[config.mk]
export PLATFORM = sky130hd
export DESIGN_NAME = a20_rst_ctrl
export DESIGN_NICKNAME = d
export VERILOG_FILES = /design/src/rtl/a20_pkg.sv /design/src/rtl/a20_decode.sv /design/src/rtl/a20_kbc_seq.sv /design/src/rtl/a20_sysctl.sv /design/src/rtl/a20_rst_ctrl.sv
export SDC_FILE = /design/constraint.sdc
export NUM_CORES = 1
export LEC_CHECK = 0
export CORE_MARGIN = 2
export CORE_UTILIZATION = 31
export CTS_CLUSTER_DIAMETER = 120
export DETAILED_ROUTE_END_ITERATION = 6
export PLACE_DENSITY = 0.79
export SLEW_MARGIN = 10
export SYNTH_ARGS = -nofsm -noshare
export SYNTH_HDL_FRONTEND = slang
export SYNTH_SLANG_ARGS = --single-unit
[constraint.sdc]
create_clock -name clk -period 1.47 [get_ports clk]
set_input_delay 0.294 -clock clk [delete_from_list [all_inputs] [get_ports clk]]
set_output_delay 0.294 -clock clk [all_outputs]
set_load 0.01 [all_outputs]
[src/rtl/a20_pkg.sv]
package a20_pkg;
  localparam int unsigned ADDR_W      = 16;
  localparam int unsigned DATA_W      = 8;
  localparam int unsigned NUM_PORTS   = 3;
  localparam int unsigned PORT_DATA   = 0;
  localparam int unsigned PORT_CMD    = 1;
  localparam int unsigned PORT_SYS    = 2;
  localparam logic [ADDR_W-1:0] ADDR_DATA = 16'h0060;
  localparam logic [ADDR_W-1:0] ADDR_CMD  = 16'h0064;
  localparam logic [ADDR_W-1:0] ADDR_SYS  = 16'h0092;
  localparam logic [DATA_W-1:0] CMD_WR_OUTPORT = 8'hD1;
  localparam int unsigned GATE_BIT    = 1;
  localparam int unsigned PULSE_LEN   = 16;
  localparam logic [DATA_W-1:0] SYS_RD_DISABLED = 8'hFF;
endpackage

[src/rtl/a20_decode.sv]
module a20_decode
  import a20_pkg::*;
#(
  parameter int unsigned AW = ADDR_W,
  parameter int unsigned NP = NUM_PORTS,
  parameter logic [NP*AW-1:0] PORT_MAP = {ADDR_SYS, ADDR_CMD, ADDR_DATA}
) (
  input  logic          clk,
  input  logic          rst_n,
  input  logic          aen,
  input  logic          io_wr,
  input  logic [AW-1:0] io_addr,
  output logic [NP-1:0] wr_hit
);
  logic bus_ok;
  assign bus_ok = io_wr & ~aen;

  for (genvar g = 0; g < NP; g++) begin : g_port
    assign wr_hit[g] = bus_ok & (io_addr == PORT_MAP[g*AW +: AW]);
  end

  assert_single_hit_R1: assert property (@(posedge clk) disable iff (!rst_n)
    $onehot0(wr_hit));
  assert_aen_blocks_R1: assert property (@(posedge clk) disable iff (!rst_n)
    aen |-> (wr_hit == '0));
endmodule

[src/rtl/a20_kbc_seq.sv]
module a20_kbc_seq
  import a20_pkg::*;
#(
  parameter int unsigned DW = DATA_W,
  parameter logic [DW-1:0] ARM_CODE = CMD_WR_OUTPORT,
  parameter int unsigned GB = GATE_BIT
) (
  input  logic          clk,
  input  logic          rst_n,
  input  logic          wr_cmd,
  input  logic          wr_data,
  input  logic [DW-1:0] wdata,
  output logic          kbc_gate
);
  logic armed_q, armed_d;
  logic gate_q, gate_d;

  always_comb begin
    armed_d = armed_q;
    gate_d  = gate_q;
    if (wr_cmd) begin
      armed_d = (wdata == ARM_CODE);
    end else if (wr_data) begin
      if (armed_q) gate_d = wdata[GB];
      armed_d = 1'b0;
    end
  end

  always_ff @(posedge clk or negedge rst_n) begin
    if (!rst_n) begin
      armed_q <= 1'b0;
      gate_q  <= 1'b0;
    end else begin
      armed_q <= armed_d;
      gate_q  <= gate_d;
    end
  end

  assign kbc_gate = gate_q;

  assert_other_cmd_disarms_R3: assert property (@(posedge clk) disable iff (!rst_n)
    (wr_cmd && wdata != ARM_CODE) |=> !armed_q);
  assert_unarmed_data_ignored_R3: assert property (@(posedge clk) disable iff (!rst_n)
    (wr_data && !armed_q) |=> $stable(gate_q));
  assert_armed_data_loads_R2: assert property (@(posedge clk) disable iff (!rst_n)
    (wr_data && armed_q && !wr_cmd) |=> (gate_q == $past(wdata[GB])) && !armed_q);
endmodule

[src/rtl/a20_sysctl.sv]
module a20_sysctl
  import a20_pkg::*;
#(
  parameter int unsigned DW  = DATA_W,
  parameter int unsigned LEN = PULSE_LEN,
  parameter logic [DW-1:0] RD_OFF = SYS_RD_DISABLED
) (
  input  logic          clk,
  input  logic          rst_n,
  input  logic          en,
  input  logic          wr_sys,
  input  logic [DW-1:0] wdata,
  output logic          force_gate,
  output logic          alt_rst_n,
  output logic [DW-1:0] rdata
);
  localparam int unsigned CW = $clog2(LEN + 1);

  logic [1:0]    bits_q, bits_d;
  logic [CW-1:0] cnt_q, cnt_d;
  logic          wr_ok, fire;

  assign wr_ok = wr_sys & en;
  assign fire  = wr_ok & wdata[0] & ~bits_q[0];

  always_comb begin
    bits_d = bits_q;
    if (wr_ok) bits_d = wdata[1:0];
  end

  always_comb begin
    if (fire)             cnt_d = CW'(LEN);
    else if (cnt_q != '0) cnt_d = cnt_q - 1'b1;
    else                  cnt_d = cnt_q;
  end

  always_ff @(posedge clk or negedge rst_n) begin
    if (!rst_n) begin
      bits_q <= 2'b00;
      cnt_q  <= '0;
    end else begin
      bits_q <= bits_d;
      cnt_q  <= cnt_d;
    end
  end

  assign force_gate = bits_q[1];
  assign alt_rst_n  = (cnt_q == '0);

  always_comb begin
    rdata = RD_OFF;
    if (en) begin
      rdata      = '0;
      rdata[5]   = 1'b1;
      rdata[1:0] = bits_q;
    end
  end

  assert_fire_starts_pulse_R5: assert property (@(posedge clk) disable iff (!rst_n)
    fire |=> !alt_rst_n);
  assert_pulse_counts_down_R5: assert property (@(posedge clk) disable iff (!rst_n)
    (cnt_q != '0 && !fire) |=> (cnt_q == $past(cnt_q) - CW'(1)));
  assert_disabled_write_dropped_R7: assert property (@(posedge clk) disable iff (!rst_n)
    (wr_sys && !en) |=> $stable(bits_q));
endmodule

[src/rtl/a20_rst_ctrl.sv]
module a20_rst_ctrl
  import a20_pkg::*;
#(
  parameter int unsigned AW  = ADDR_W,
  parameter int unsigned DW  = DATA_W,
  parameter int unsigned LEN = PULSE_LEN
) (
  input  logic          clk,
  input  logic          rst_n,
  input  logic          aen,
  input  logic          io_wr,
  input  logic [AW-1:0] io_addr,
  input  logic [DW-1:0] io_wdata,
  input  logic          p92_en,
  input  logic          kbc_rst_n,
  output logic          a20_gate,
  output logic          cpu_rst_n,
  output logic [DW-1:0] p92_rdata
);
  localparam int unsigned NP = NUM_PORTS;

  logic [NP-1:0] wr_hit;
  logic          kbc_gate, force_gate, alt_rst_n;

  a20_decode #(.AW(AW), .NP(NP)) u_decode (
    .clk(clk), .rst_n(rst_n), .aen(aen), .io_wr(io_wr),
    .io_addr(io_addr), .wr_hit(wr_hit)
  );

  a20_kbc_seq #(.DW(DW)) u_kbc (
    .clk(clk), .rst_n(rst_n), .wr_cmd(wr_hit[PORT_CMD]),
    .wr_data(wr_hit[PORT_DATA]), .wdata(io_wdata), .kbc_gate(kbc_gate)
  );

  a20_sysctl #(.DW(DW), .LEN(LEN)) u_sys (
    .clk(clk), .rst_n(rst_n), .en(p92_en), .wr_sys(wr_hit[PORT_SYS]),
    .wdata(io_wdata), .force_gate(force_gate), .alt_rst_n(alt_rst_n),
    .rdata(p92_rdata)
  );

  assign a20_gate  = kbc_gate | force_gate;
  assign cpu_rst_n = kbc_rst_n & alt_rst_n;
endmodule

Yosys cells after proc, flatten, opt, wreduce, memory -nomap -nowiden
Cells that the tools add are included.
{ "totals": {"regBits": 9, "latchBits": 0, "ram_bits": 0, "mem_bits_ro": 0, "out_inout_bits": 10, "wordCells": 31, "n_memories": 0} }
{ "classes": {"add_sub_neg": 1, "n_mul": 0, "n_div": 0, "magnitude_cmp": 0, "eq_ne": 4, "shifts": 0, "muxes": 5, "n_bitwise": 12, "n_reduce_logical": 5} }
{ "ops": {"columns": ["cell", "count"], "rows": [
  ["16-bit by 7-bit == test with 1-bit output, second input constant", 2],
  ["16-bit by 8-bit == test with 1-bit output, second input constant", 1],
  ["5-bit two-way mux", 2],
  ["1-bit AND", 8],
  ["8-bit == test, second input constant", 1],
  ["8-bit two-way mux", 1],
  ["5-bit logical NOT", 1],
  ["5-bit nonzero test", 1],
  ["5-bit by 1-bit subtractor with 5-bit output, second input constant", 1],
  ["2-bit nonzero test", 2],
  ["1-bit inverter", 3],
  ["3-bit AND reduction", 1],
  ["1-bit two-way mux", 2],
  ["1-bit OR", 1]
]} }

Depth between registers and ports, before layout
Gate-level depths: netlist of the first run.
{ "depth": {"word_depth": 7, "mapped_depth": 6, "ltp_nobuf": 6} }

Modules after synthesis
From an unflattened synthesis of the first run, not the netlist that was laid out.
{ "hier_totals": {"cells_unflattened": 65, "hier_area_um2": 624.3} }
{ "modules_own_cells": {"columns": ["mod", "n_inst", "cells_each", "area_each_um2", "seq_area_each_um2"], "rows": [
  ["a20_sysctl", 1, 42, 402.9, 175.2],
  ["a20_decode", 1, 13, 107.6, 0.0],
  ["a20_kbc_seq", 1, 8, 101.3, 50.0],
  ["a20_rst_ctrl", 1, 2, 12.5, 0.0]
]} }

Least setup slack after synthesis of the first run
No wires, ideal clock.
{ "synth_path": {"path_kind": "register -> output", "from": "reg u_sys.cnt_q[0]", "to": "out cpu_rst_n", "arrival_ns": 1.220, "required_ns": 1.176, "path_slack_ns": -0.044, "path_stages_with_launch": 5, "cell_sequence": "dfrtp_1 -> inv_1 -> ha_1 -> nor4b_2 -> and2_1"} }
{ "synth_between": {"elab_chain_len": 2} }
{ "synth_lines": {"columns": ["element", "line_no", "source"], "rows": [
  ["from (decl)", "a20_sysctl.sv:20", "logic [CW-1:0] cnt_q, cnt_d;"],
  ["from (signal assigned)", "a20_sysctl.sv:43", "cnt_q <= cnt_d;"],
  ["5-bit logical NOT", "a20_sysctl.sv:48", "assign alt_rst_n = (cnt_q == '0);"],
  ["1-bit AND", "a20_rst_ctrl.sv:42", "assign cpu_rst_n = kbc_rst_n & alt_rst_n;"],
  ["to (decl)", "a20_rst_ctrl.sv:17", "output logic cpu_rst_n,"]
]} }
Every way passes these cells.

Worst setup path in the final report of the first run
Same ends and word-level chain as after synthesis.

==> reports/qor.csv, run 1 <==
stage,metric,value,unit
sta,fin_crit_sh,110.9,%
setup_path,r2r-end,u_sys.cnt_q[3],
finish,fillers,184,
grt,grt_pass1_vias,716,
setup_path,cp_max_fo,2,
finish,drive_gt1_share,40.35,%
logic_synthesis,synth_cells,62,
grt,grt_usage,15.70,%
logic_synthesis,ys_seq_area_share,36.73,%
sta,fin_skew,5.402,ps
power_and_ir_drop,power.leakage,0.5398,nW
sta,rsz0062_at_grt,true,
routing,num_vias,659,
logic_synthesis,synthMuxAreaShare,10.20,%
logic_synthesis,synthXorXnorAreaFrac,1.429,%
placement,finalWeightedCongestion,0.7410,
power_and_ir_drop,p_comb_share,54.0,%
sta,setup_slack,-159.8,ps
power_and_ir_drop,power.internal,0.7794,mW
placement,place.port_buffers,38,
setup_path,path_cells,"inv_2, ha_4, nor4b_4, and2_1, buf_2",
outcome,status,"complete, but fails checks",
setup_path,cp-start-kind,register,
sta,drv_slew,0,
clock_tree,insertion_delay,260,ps
routing,finalWirelength,1704,microns
finish,diodes,0,
placement,hpwl,1412,microns
logic_synthesis,synth-simple-area-share,38.16,%
clock_tree,cts_tree,done,
floorplanning,die_width,48.47,microns
routing,ant_nets,0,
clock_tree,cts_buffer_depth,2,
logic_synthesis,ys_ff_latch,9,
clock_tree,cts-root-buf,clkbuf_4,
logic_synthesis,synth_largest_area_cell,dfrtp_1,
power_and_ir_drop,power_density,1041,nW/um^2
grt,grt-ovfl-total,0,
routing,first_pass_iters,4,
outcome,violations,negative setup slack,
setup_path,cp_slowest_cell,dfrtp_1,
floorplanning,core.rowCount,16,
floorplanning,die_h,48.47,microns
power_and_ir_drop,fin_total_pwr,1.186,mW
setup_path,ff2ff_setup_slack,50,ps
power_and_ir_drop,clockPowerShare,16.0,%
clock_tree,cts_hold_buffers,0,
setup_path,critical_path_class,reg -> out,
setup_path,cp.required,1180,ps
logic_synthesis,yosysWarnings,0,
logic_synthesis,synth_area_per_cell,9.889,sq um
finish,nets,146,
sta,final.min_clock_period,1630,ps
sta,setup_violations,1,
finish,syn_to_final_growth,85.92,%
logic_synthesis,synthDistinctLibCells,28,
setup_path,endpoint_kind,output pin,
logic_synthesis,syn-cell-area,613.1,sq um
logic_synthesis,synth_fa_ha_area_share,2.041,%
floorplanning,start_util,31.90,%
logic_synthesis,synth_nets,93,
sta,max_freq,613.6,MHz
grt,grt_pass1_wl,2835,microns
routing,drc,0,
power_and_ir_drop,power.share.switching,34.30,%
power_and_ir_drop,power_frac_seq,30.0,%
routing,drt_iter0_drc,12,
clock_tree,clk_pin_slew_worst_paths,60,ps
logic_synthesis,synth_area_leaders,"dfrtp_1, buf_4, nor4_2, mux2_4, nor2_1",
routing,wl_per_cell,12.09,microns
grt,use_met1,15.55,%
routing,viasPerCell,4.674,
sta,finalHoldViolCount,0,
setup_path,rr_worst_depth,5,
power_and_ir_drop,switchingPower,0.4069,mW
logic_synthesis,netlist.area_leader.share,36.73,%
floorplanning,io_pins,40,
logic_synthesis,synth_compound_area_share,2.857,%
grt,met3_usage,3.395,%
clock_tree,cts_max_level,1,
grt,use_met2,30.79,%
setup_path,cp.arrival,1340,ps
floorplanning,core_area,1922,sq um
sta,setup-tns-final,-159.8,ps
grt,top_usage_layer,met2,
setup_path,crit_path_max_incr_delay,390,ps
clock_tree,cts_sinks,9,
setup_path,rr_startpoint,u_sys.cnt_q[2],
run,cap_violations,0,
logic_synthesis,synth_top_family_by_area,simple AND/OR/NAND/NOR gates,
power_and_ir_drop,ir_worst_vdd,899.1,uV
grt,antenna_found_initial,0,
floorplanning,die_area,2349,sq um
grt,grt_max_degree,10,
min_path,worstHoldPathType,in -> async,
clock_tree,cts_made_buffers,3,
[cell usage in the layout (no fill, tap or decap), drive strengths merged]
cell type and n:
a21oi 2, dfrtp 9, or2 1, nand2b 3
nor4b 3, conb 1, xnor2 1, clkbuf 11
nor2b 1, nand4b 1, nor2 8, clkdlybuf4s15 4
nor3 2, nand3 3, and3 1, dlygate4sd2 12
nor4 3, clkdlybuf4s50 12, nand4bb 1, mux2 4
ha 1, inv 3, buf 18, nand2 3
a21o 1, mux2i 1, and2 1, nor4bb 1
or3 2
[flip-flops by register name, summed over array words and instances (netlist names)]
| register | cells |
|---|---|
| u_kbc.armed_q | 1 |
| u_kbc.kbc_gate | 1 |
| u_sys.bits_q | 2 |
| u_sys.cnt_q | 5 |
[worst max-delay path, delay by kind of cell, from the launching register on]
kind | cells | cell delay, ps
adder cells (fa/ha/maj) | 1 | 120
buffers and inverters | 2 | 200
flip-flops | 1 | 390
AND/OR/NAND/NOR | 2 | 370
[power groups by stage]
| stage | Combinational (mW) | Clock (mW) | Sequential [mW] |
|---|---|---|---|
| after floorplan | 0.266 | 0 | 0.359 |
| after global placement | 0.531 | 0 | 0.351 |
| after detailed placement | 0.560 | 0 | 0.355 |
| after CTS | 0.616 | 0.200 | 0.355 |
| after global routing | 0.706 | 0.219 | 0.359 |
| final | 0.641 | 0.190 | 0.355 |
[cells in the mapped netlist]
cell	number
dfrtp_1	9
nor2_1	8
buf_4	5
inv_1	3
nand2_1	3
nand2b_1	3
nand3_1	3
nor4_2	3
a21oi_1	2
mux2_2	2
mux2_4	2
nor3_1	2
nor4b_2	2
a21o_1	1
and2_1	1
and3_1	1
conb_1	1
ha_1	1
mux2i_1	1
nand4b_1	1
nand4bb_1	1
nor2b_1	1
nor4b_1	1
nor4bb_1	1
or2_2	1
or3_1	1
or3_4	1
xnor2_1	1
[per-layer routing]
metal / wire length [microns] / share of wire (%) / up-vias
met4: 14 / 0.82 / 0
met5: 0 / 0 / -
li1: - / - / 321
met1: 646 / 38 / 309
met3: 83 / 4.9 / 2
met2: 960 / 56 / 27
[repair_timing]
action	4_1_cts	5_1_grt
gates resized for setup	43	20
setup buffers	3	2
endpoints found under the setup margin	17	9
pin swaps	9	7
[per-stage QoR]
stage | cells | util, % | setup WS, ps | hold WS, ps | cell area (sq um)
after floorplan | 62 | - | -14.56 | -1.591 | 648.1
after global placement | 134 | 58.01 | -500.6 | 479.9 | 1115
after detailed placement | 134 | 58.01 | -532.9 | 494.7 | 1115
after CTS | 141 | 59.77 | -151.4 | 325.6 | 1149
after global routing | 141 | 59.31 | -227.7 | 342.1 | 1140
final | 141 | 59.31 | -159.8 | 319.2 | 1140
[cell type report]
type	count	area, sq um	share of cell area (%)
well taps	27	33.78	2.964
multi-input cells	45	411.6	36.11
flip-flops and latches	9	225.2	19.76
clock buffers	4	26.28	2.305
repair buffers	53	431.7	37.87
inverters	3	11.26	0.9879
[kinds of logic after synthesis]
group	after synthesis
fa+ha+maj	1
buf+inv	8
other cells	1
mux	5
compound gates	3
xor+xnor	1
simple gates	34
flops	9
[worst max-delay path by stage]
stage | start | end | slack (ps)
final | u_sys.cnt_q[0] | cpu_rst_n | -160
after global routing | u_sys.cnt_q[0] | cpu_rst_n | -230
after CTS | u_sys.cnt_q[0] | cpu_rst_n | -150
after detailed placement | io_addr[3] | u_sys.bits_q[1] | -530
after global placement | io_addr[3] | u_sys.bits_q[0] | -500
after floorplan | io_addr[10] | u_sys.bits_q[0] | -10
No activity file was read; power rests on OpenSTA's default activity.
==> run 2: changes to the inputs <==
CORE_UTILIZATION = 32   (was 31)
MAX_ROUTING_LAYER = met4   (was default)
PLACE_DENSITY = 0.81   (was 0.79)
SYNTH_HIERARCHICAL = 1   (was default)
==> reports/qor.csv, run 2 <==
stage,metric,value,unit,change
outcome,status,"complete, but fails checks",,
outcome,violations,negative setup slack,,
setup_path,cp.required,1180,ps,about the same
finish,largest_register_ffs,5,,unchanged
routing,first_pass_iters,4,,unchanged
floorplanning,core_area,1783,sq um,-7.2%
sta,finalHoldViolCount,0,,unchanged
placement,finalWeightedCongestion,0.6505,,-12%
routing,num_vias,718,,+9.0%
grt,antenna_found_initial,0,,unchanged
routing,drc,0,,unchanged
clock_tree,cts_made_buffers,3,,unchanged
finish,fillers,119,,-35%
logic_synthesis,yosys-top-cells-count,"dfrtp_1, nor2_1, nand2b_1",,
setup_path,cp_slowest_cell,or4b_4,,
setup_path,cp.arrival,1600,ps,+260 ps
routing,drt_iter0_drc,12,,unchanged
logic_synthesis,yosysWarnings,6,,+6
routing,viasPerCell,4.952,,+5.9%
logic_synthesis,synth_async_sr_flop_share,100.0,%,unchanged
finish,drive_gt1_share,47.50,%,+7.1 points
logic_synthesis,synth_area_leaders,"dfrtp_1, buf_4, nand2b_1, nor4_2, nor2_1",,
run,cap_violations,0,,unchanged
sta,fin_skew,7.855,ps,+2.453 ps
finish,diodes,0,,unchanged
setup_path,path_buf_inv,3,,+1
logic_synthesis,synth_area_per_cell,9.605,sq um,-2.9%
power_and_ir_drop,ir_worst_vdd,624.9,uV,-30%
clock_tree,clk_pin_slew_worst_paths,60,ps,about the same
power_and_ir_drop,power_frac_seq,28.6,%,-1.4 points
setup_path,crit_top_cell,inv_2,,
floorplanning,start_util,35.02,%,+3.1 points
floorplanning,die_h,48.17,microns,-0.62%
setup_path,crit_path_max_incr_delay,460,ps,+70 ps
placement,place.port_buffers,38,,unchanged
logic_synthesis,synth_nets,96,,+3.2%
routing,wl_per_cell,14.31,microns,+18%
power_and_ir_drop,clockPowerShare,15.5,%,-0.5 points
setup_path,crit_cells,6,,+1
floorplanning,die_area,2320,sq um,-1.2%
finish,seqCellArea,225.2,sq um,unchanged
logic_synthesis,synth_compound_area_share,6.413,%,+3.6 points
finish,largestRegisters,"u_sys/cnt_q: 5 flops, u_sys/bits_q: 2 flops",,
logic_synthesis,synthMuxAreaShare,5.411,%,-4.8 points
power_and_ir_drop,power.leakage,0.5838,nW,+8.2%
sta,setup_violations,9,,+8
power_and_ir_drop,power.internal,0.8080,mW,+3.7%
finish,nets,152,,+4.1%
grt,grt_usage,19.81,%,+4.1 points
logic_synthesis,synth_cells,65,,+4.8%
logic_synthesis,synth_largest_area_cell,dfrtp_1,,
finish,syn_to_final_growth,97.19,%,
finish,final_cell_mix,"buf_4, clkdlybuf4s50_1, dlygate4sd2_1",,
logic_synthesis,ys_ff_latch,9,,unchanged
clock_tree,cts_buffer_depth,2,,unchanged
power_and_ir_drop,power.share.switching,32.69,%,-1.6 points
finish,final_common_cell,buf_4,,
placement,preCtsSetupSlack,-598.7,ps,-65.80 ps
sta,fin_crit_sh,128.8,%,+18 points
grt,grt_pass1_vias,679,,-5.2%
clock_tree,cts_sinks,9,,unchanged
sta,setup-tns-final,-1057,ps,-896.8 ps
power_and_ir_drop,fin_total_pwr,1.201,mW,+1.2%
power_and_ir_drop,p_comb_share,55.9,%,+1.9 points
setup_path,cp-start-kind,register,,
routing,wl_met1,809,microns,+25%
logic_synthesis,post-synth-top-count-cell,dfrtp_1,,
sta,setup_slack,-423.0,ps,-263.2 ps
setup_path,rr_worst_depth,5,,unchanged
setup_path,path_cells,"inv_2, ha_4, or4b_4, inv_2, and2_4, buf_6",,
logic_synthesis,netlist.area_leader.share,36.07,%,-0.66 points
clock_tree,insertion_delay,260,ps,about the same
power_and_ir_drop,power_density,975.1,nW/um^2,-6.3%
logic_synthesis,synth_fa_ha_area_share,2.004,%,-0.037 points
logic_synthesis,synth-simple-area-share,41.08,%,+2.9 points
setup_path,crit_family,simple AND/OR/NAND/NOR gates,,
logic_synthesis,syn-cell-area,624.3,sq um,+1.8%
grt,grt_pass1_wl,2953,microns,+4.2%
grt,grt-ovfl-total,0,,unchanged
sta,rsz0062_at_grt,true,,
finish,regMostFlops,u_sys/cnt_q,,
sta,drv_slew,0,,unchanged
routing,ant_nets,0,,unchanged
clock_tree,cts-root-buf,clkbuf_4,,
placement,hpwl,1445,microns,+2.4%
logic_synthesis,synthXorXnorAreaFrac,0,%,-1.4 points
routing,finalWirelength,2075,microns,+22%
sta,final.min_clock_period,1893,ps,+263.2 ps
routing,dr.max_layer_used,met4,,
setup_path,critical_path_class,reg -> out,,
logic_synthesis,synthDistinctLibCells,30,,+7.1%
routing,met2_length,1112,microns,+16%
clock_tree,cts_tree,done,,
floorplanning,core.rowCount,15,,-1
finish,multi_input_area,441.7,sq um,+7.3%
clock_tree,cts_max_level,1,,unchanged
setup_path,cp_max_fo,2,,unchanged
logic_synthesis,synth_edf_count,0,,unchanged
min_path,worstHoldPathType,in -> async,,
sta,max_freq,528.3,MHz,-14%
routing,met3WireLength,121,microns,+46%
grt,grt_max_degree,10,,unchanged
setup_path,endpoint_kind,output pin,,
logic_synthesis,ys_seq_area_share,36.07,%,-0.66 points
logic_synthesis,synth_ff_type,dfrtp_1,,
sta,hold_ws,320.9,ps,+1.708 ps
floorplanning,io_pins,40,,unchanged
floorplanning,die_width,48.17,microns,-0.62%
power_and_ir_drop,switchingPower,0.3925,mW,-3.5%
logic_synthesis,synth_top_family_by_area,simple AND/OR/NAND/NOR gates,,
run 2: worst paths after layout:
check                                start         endpoint  slack, ps
max                         u_sys/cnt_q[0]        cpu_rst_n       -420
min                                  rst_n   u_sys/cnt_q[3]        320
max reg2reg                 u_sys/cnt_q[0]   u_sys/cnt_q[1]        -50
min reg2reg                u_sys/bits_q[0]  u_sys/bits_q[0]        500
max in group asynchronous            rst_n   u_kbc/kbc_gate        860
min in group clk           u_sys/bits_q[0]  u_sys/bits_q[0]        500
run 2: kinds of logic (layout without fill, tap and decap cells):
logic type	after synthesis	in the layout
buffers and inverters	9	64
other	1	1
AO/OA/AOI/OAI	5	5
multiplexers	3	3
flip-flops	9	9
adder cells (fa/ha/maj)	1	1
AND/OR/NAND/NOR	37	37
run 2: power groups by stage:
stage                     Combinational [mW]  Sequential, mW  Clock, mW
final                                  0.671           0.343      0.186
after global routing                   0.729           0.347      0.218
after CTS                              0.575           0.336      0.198
after detailed placement               0.561           0.340          0
after global placement                 0.540           0.337          0
after floorplan                        0.270           0.348          0
run 2: worst reg2reg max path: cells and delay by family, from the launching register on:
kind / cells / cell delay [ps]
DFF: 1 / 390
AOI/OAI and AO/OA: 1 / 210
buffers and inverters: 2 / 250
and+or+nand+nor: 1 / 460
adders and majority gates: 1 / 130
run 2: metal layers:
metal,track usage [%],up-vias
met5,-,-
met2,33.95,33
met4,5.946,0
met1,21.51,339
met3,6.667,8
li1,-,338
run 2: final cells by class:
type	count	area share, %
well taps	25	2.541
clock buffers	4	2.134
flip-flops and latches	9	18.29
repair buffers	56	39.94
inverters	4	1.220
multi-input cells	47	35.87
run 2: what timing repair did:
| item | in CTS | in global routing |
|---|---|---|
| gates cloned | 0 | 0 |
| hold buffers | 0 | 0 |
| gates resized for setup | 72 | 13 |
| endpoints found under the setup margin | 18 | 11 |
| pin swaps | 7 | 5 |
| buffers inserted | 3 | 3 |
run 2: stage by stage:
step | cell area (sq um) | utilization (%) | instances
2_1_floorplan | 629.4 | - | 65
3_3_place_gp | 1094 | 61.33 | 135
3_5_place_dp | 1094 | 61.33 | 135
4_1_cts | 1165 | 65.33 | 142
5_1_grt | 1231 | 69.05 | 145
6_report | 1231 | 69.05 | 145
==> run 3: changes to the inputs <==
CELL_PAD_IN_SITES_DETAIL_PLACEMENT = 1   (was default)
CELL_PAD_IN_SITES_GLOBAL_PLACEMENT = 2   (was default)
CORE_UTILIZATION = 17   (was 32)
HOLD_SLACK_MARGIN = 0.15   (was default)
PLACE_DENSITY = 0.79   (was 0.81)
==> reports/qor.csv, run 3 (synthesis results as in run 2) <==
stage,metric,value,unit,change
clock_tree,cts_buffer_depth,2,,unchanged
setup_path,crit_top_cell,inv_2,,
floorplanning,die_h,64.60,microns,+34%
placement,hpwl,1631,microns,+13%
finish,multi_input_area,454.2,sq um,+2.8%
setup_path,crit_path_max_incr_delay,460,ps,about the same
grt,grt_max_degree,10,,unchanged
routing,num_vias,691,,-3.8%
sta,setup_violations,5,,-4
routing,first_pass_iters,3,,-1
finish,regMostFlops,u_sys/cnt_q,,
setup_path,cp.required,1180,ps,about the same
floorplanning,die_width,64.60,microns,+34%
finish,final_util,36.36,%,-33 points
outcome,status,"complete, but fails checks",,
finish,final_cell_mix,"buf_4, dlygate4sd2_1, clkdlybuf4s50_1",,
finish,drive_gt1_share,50.00,%,+2.5 points
setup_path,path_cells,"inv_2, ha_4, or4b_4, inv_2, and2_4, buf_6",,
power_and_ir_drop,power.leakage,0.6297,nW,+7.9%
finish,largestRegisters,"u_sys/cnt_q: 5 flops, u_sys/bits_q: 2 flops",,
power_and_ir_drop,clockPowerShare,21.2,%,+5.7 points
placement,finalWeightedCongestion,0.7387,,+14%
setup_path,cp_max_fo,2,,unchanged
sta,drv_slew,0,,unchanged
routing,viasPerCell,4.065,,-18%
finish,seqCellArea,225.2,sq um,unchanged
power_and_ir_drop,power_frac_seq,25.2,%,-3.4 points
sta,final.min_clock_period,1877,ps,-16.37 ps
grt,grt_pass1_wl,3691,microns,+25%
floorplanning,io_pins,40,,unchanged
floorplanning,start_util,17.31,%,-18 points
power_and_ir_drop,switchingPower,0.4440,mW,+13%
setup_path,cp.arrival,1580,ps,-20 ps
setup_path,path_buf_inv,3,,unchanged
sta,setup_slack,-406.6,ps,+16.37 ps
clock_tree,insertion_delay,240,ps,-20 ps
routing,wl_per_cell,12.62,microns,-12%
clock_tree,cts-root-buf,clkbuf_8,,
finish,diodes,0,,unchanged
power_and_ir_drop,p_comb_share,53.6,%,-2.3 points
routing,drc,0,,unchanged
sta,fin_crit_sh,127.7,%,-1.1 points
routing,drt_iter0_drc,6,,-6
power_and_ir_drop,power.internal,0.9306,mW,+15%
finish,syn_to_final_growth,110.0,%,
clock_tree,cts_sinks,9,,unchanged
placement,preCtsSetupSlack,-635.1,ps,-36.40 ps
clock_tree,clk_pin_slew_worst_paths,50,ps,about the same
sta,finalHoldViolCount,0,,unchanged
run,cap_violations,0,,unchanged
power_and_ir_drop,ir_worst_vdd,363.9,uV,-42%
setup_path,crit_family,simple AND/OR/NAND/NOR gates,,
clock_tree,cts_made_buffers,3,,unchanged
finish,nets,154,,+1.3%
sta,hold_ws,370.0,ps,+49.17 ps
routing,finalWirelength,2146,microns,+3.4%
clock_tree,cts_tree,done,,
grt,grt_usage,11.91,%,-7.9 points
setup_path,cp_slowest_cell,or4b_4,,
setup_path,critical_path_class,reg -> out,,
routing,ant_nets,0,,unchanged
sta,max_freq,532.9,MHz,+0.87%
setup_path,rr_worst_depth,5,,unchanged
clock_tree,cts_hold_buffers,0,,unchanged
sta,setup-tns-final,-533.4,ps,+523.2 ps
sta,rsz0062_at_grt,true,,
finish,final_common_cell,buf_4,,
power_and_ir_drop,power_density,1048,nW/um^2,+7.5%
setup_path,crit_cells,6,,unchanged
grt,grt-ovfl-total,0,,unchanged
floorplanning,core.rowCount,22,,+7
sta,fin_skew,1.800,ps,-6.055 ps
setup_path,cp-start-kind,register,,
placement,place.port_buffers,38,,unchanged
grt,grt_pass1_vias,825,,+22%
floorplanning,die_area,4173,sq um,+80%
power_and_ir_drop,power.share.switching,32.30,%,-0.39 points
grt,antenna_found_initial,0,,unchanged
finish,largest_register_ffs,5,,unchanged
outcome,violations,negative setup slack,,
min_path,worstHoldPathType,in -> async,,
floorplanning,core_area,3606,sq um,+100%
finish,fillers,416,,+250%
clock_tree,cts_max_level,1,,unchanged
setup_path,endpoint_kind,output pin,,
## run 3: final timing paths
path,from,slack (ps),endpoint
setup / recovery,u_sys/cnt_q[0],-410,cpu_rst_n
min in group clk,u_kbc/armed_q,500,u_kbc/armed_q
hold reg to reg,u_kbc/armed_q,500,u_kbc/armed_q
setup reg to reg,u_sys/cnt_q[0],-70,u_sys/cnt_q[1]
max in group asynchronous,rst_n,800,u_sys/cnt_q[3]
hold / removal,rst_n,370,u_sys/bits_q[1]
## run 3: stage by stage
step                      cell area [sq um]  total power [mW]  std cells
after global routing                   1311             1.477        170
after detailed placement               1122            0.9293        158
after CTS                              1246             1.305        167
after floorplan                       629.4            0.6179         65
final                                  1311             1.375        170
after global placement                 1122            0.8857        158
## run 3: what timing repair did
item | 4_1_cts | 5_1_grt
endpoints found under the setup margin | 18 | 10
pin swaps | 10 | 9
gates resized for setup | 78 | 15
setup buffers | 5 | 3
## run 3: final cells by class
class                   count  area share (%)
clock buffers               4           3.435
inverters                   4           1.145
multi-input cells          47           34.64
flip-flops and latches      9           17.18
well taps                  48           4.580
repair buffers             58           39.03
## run 3: power groups by stage
stage               combinational (mW)  clock [mW]  sequential (mW)
detailed placement               0.587           0            0.342
finish                           0.737       0.292            0.346
floorplan                        0.270           0            0.348
CTS                              0.662       0.302            0.342
global route                     0.813       0.314            0.350
global placement                 0.547           0            0.339
## run 3: layer usage
| layer | part of all wire (%) | GRT usage [%] | vias up | wire [microns] |
|---|---|---|---|---|
| met1 | 41 | 12.22 | 328 | 876 |
| li1 | - | - | 338 | - |
| met4 | 2.1 | 6.117 | 0 | 45 |
| met2 | 53 | 21.09 | 21 | 1133 |
| met5 | 0 | - | - | 0 |
| met3 | 4.2 | 2.951 | 4 | 90 |
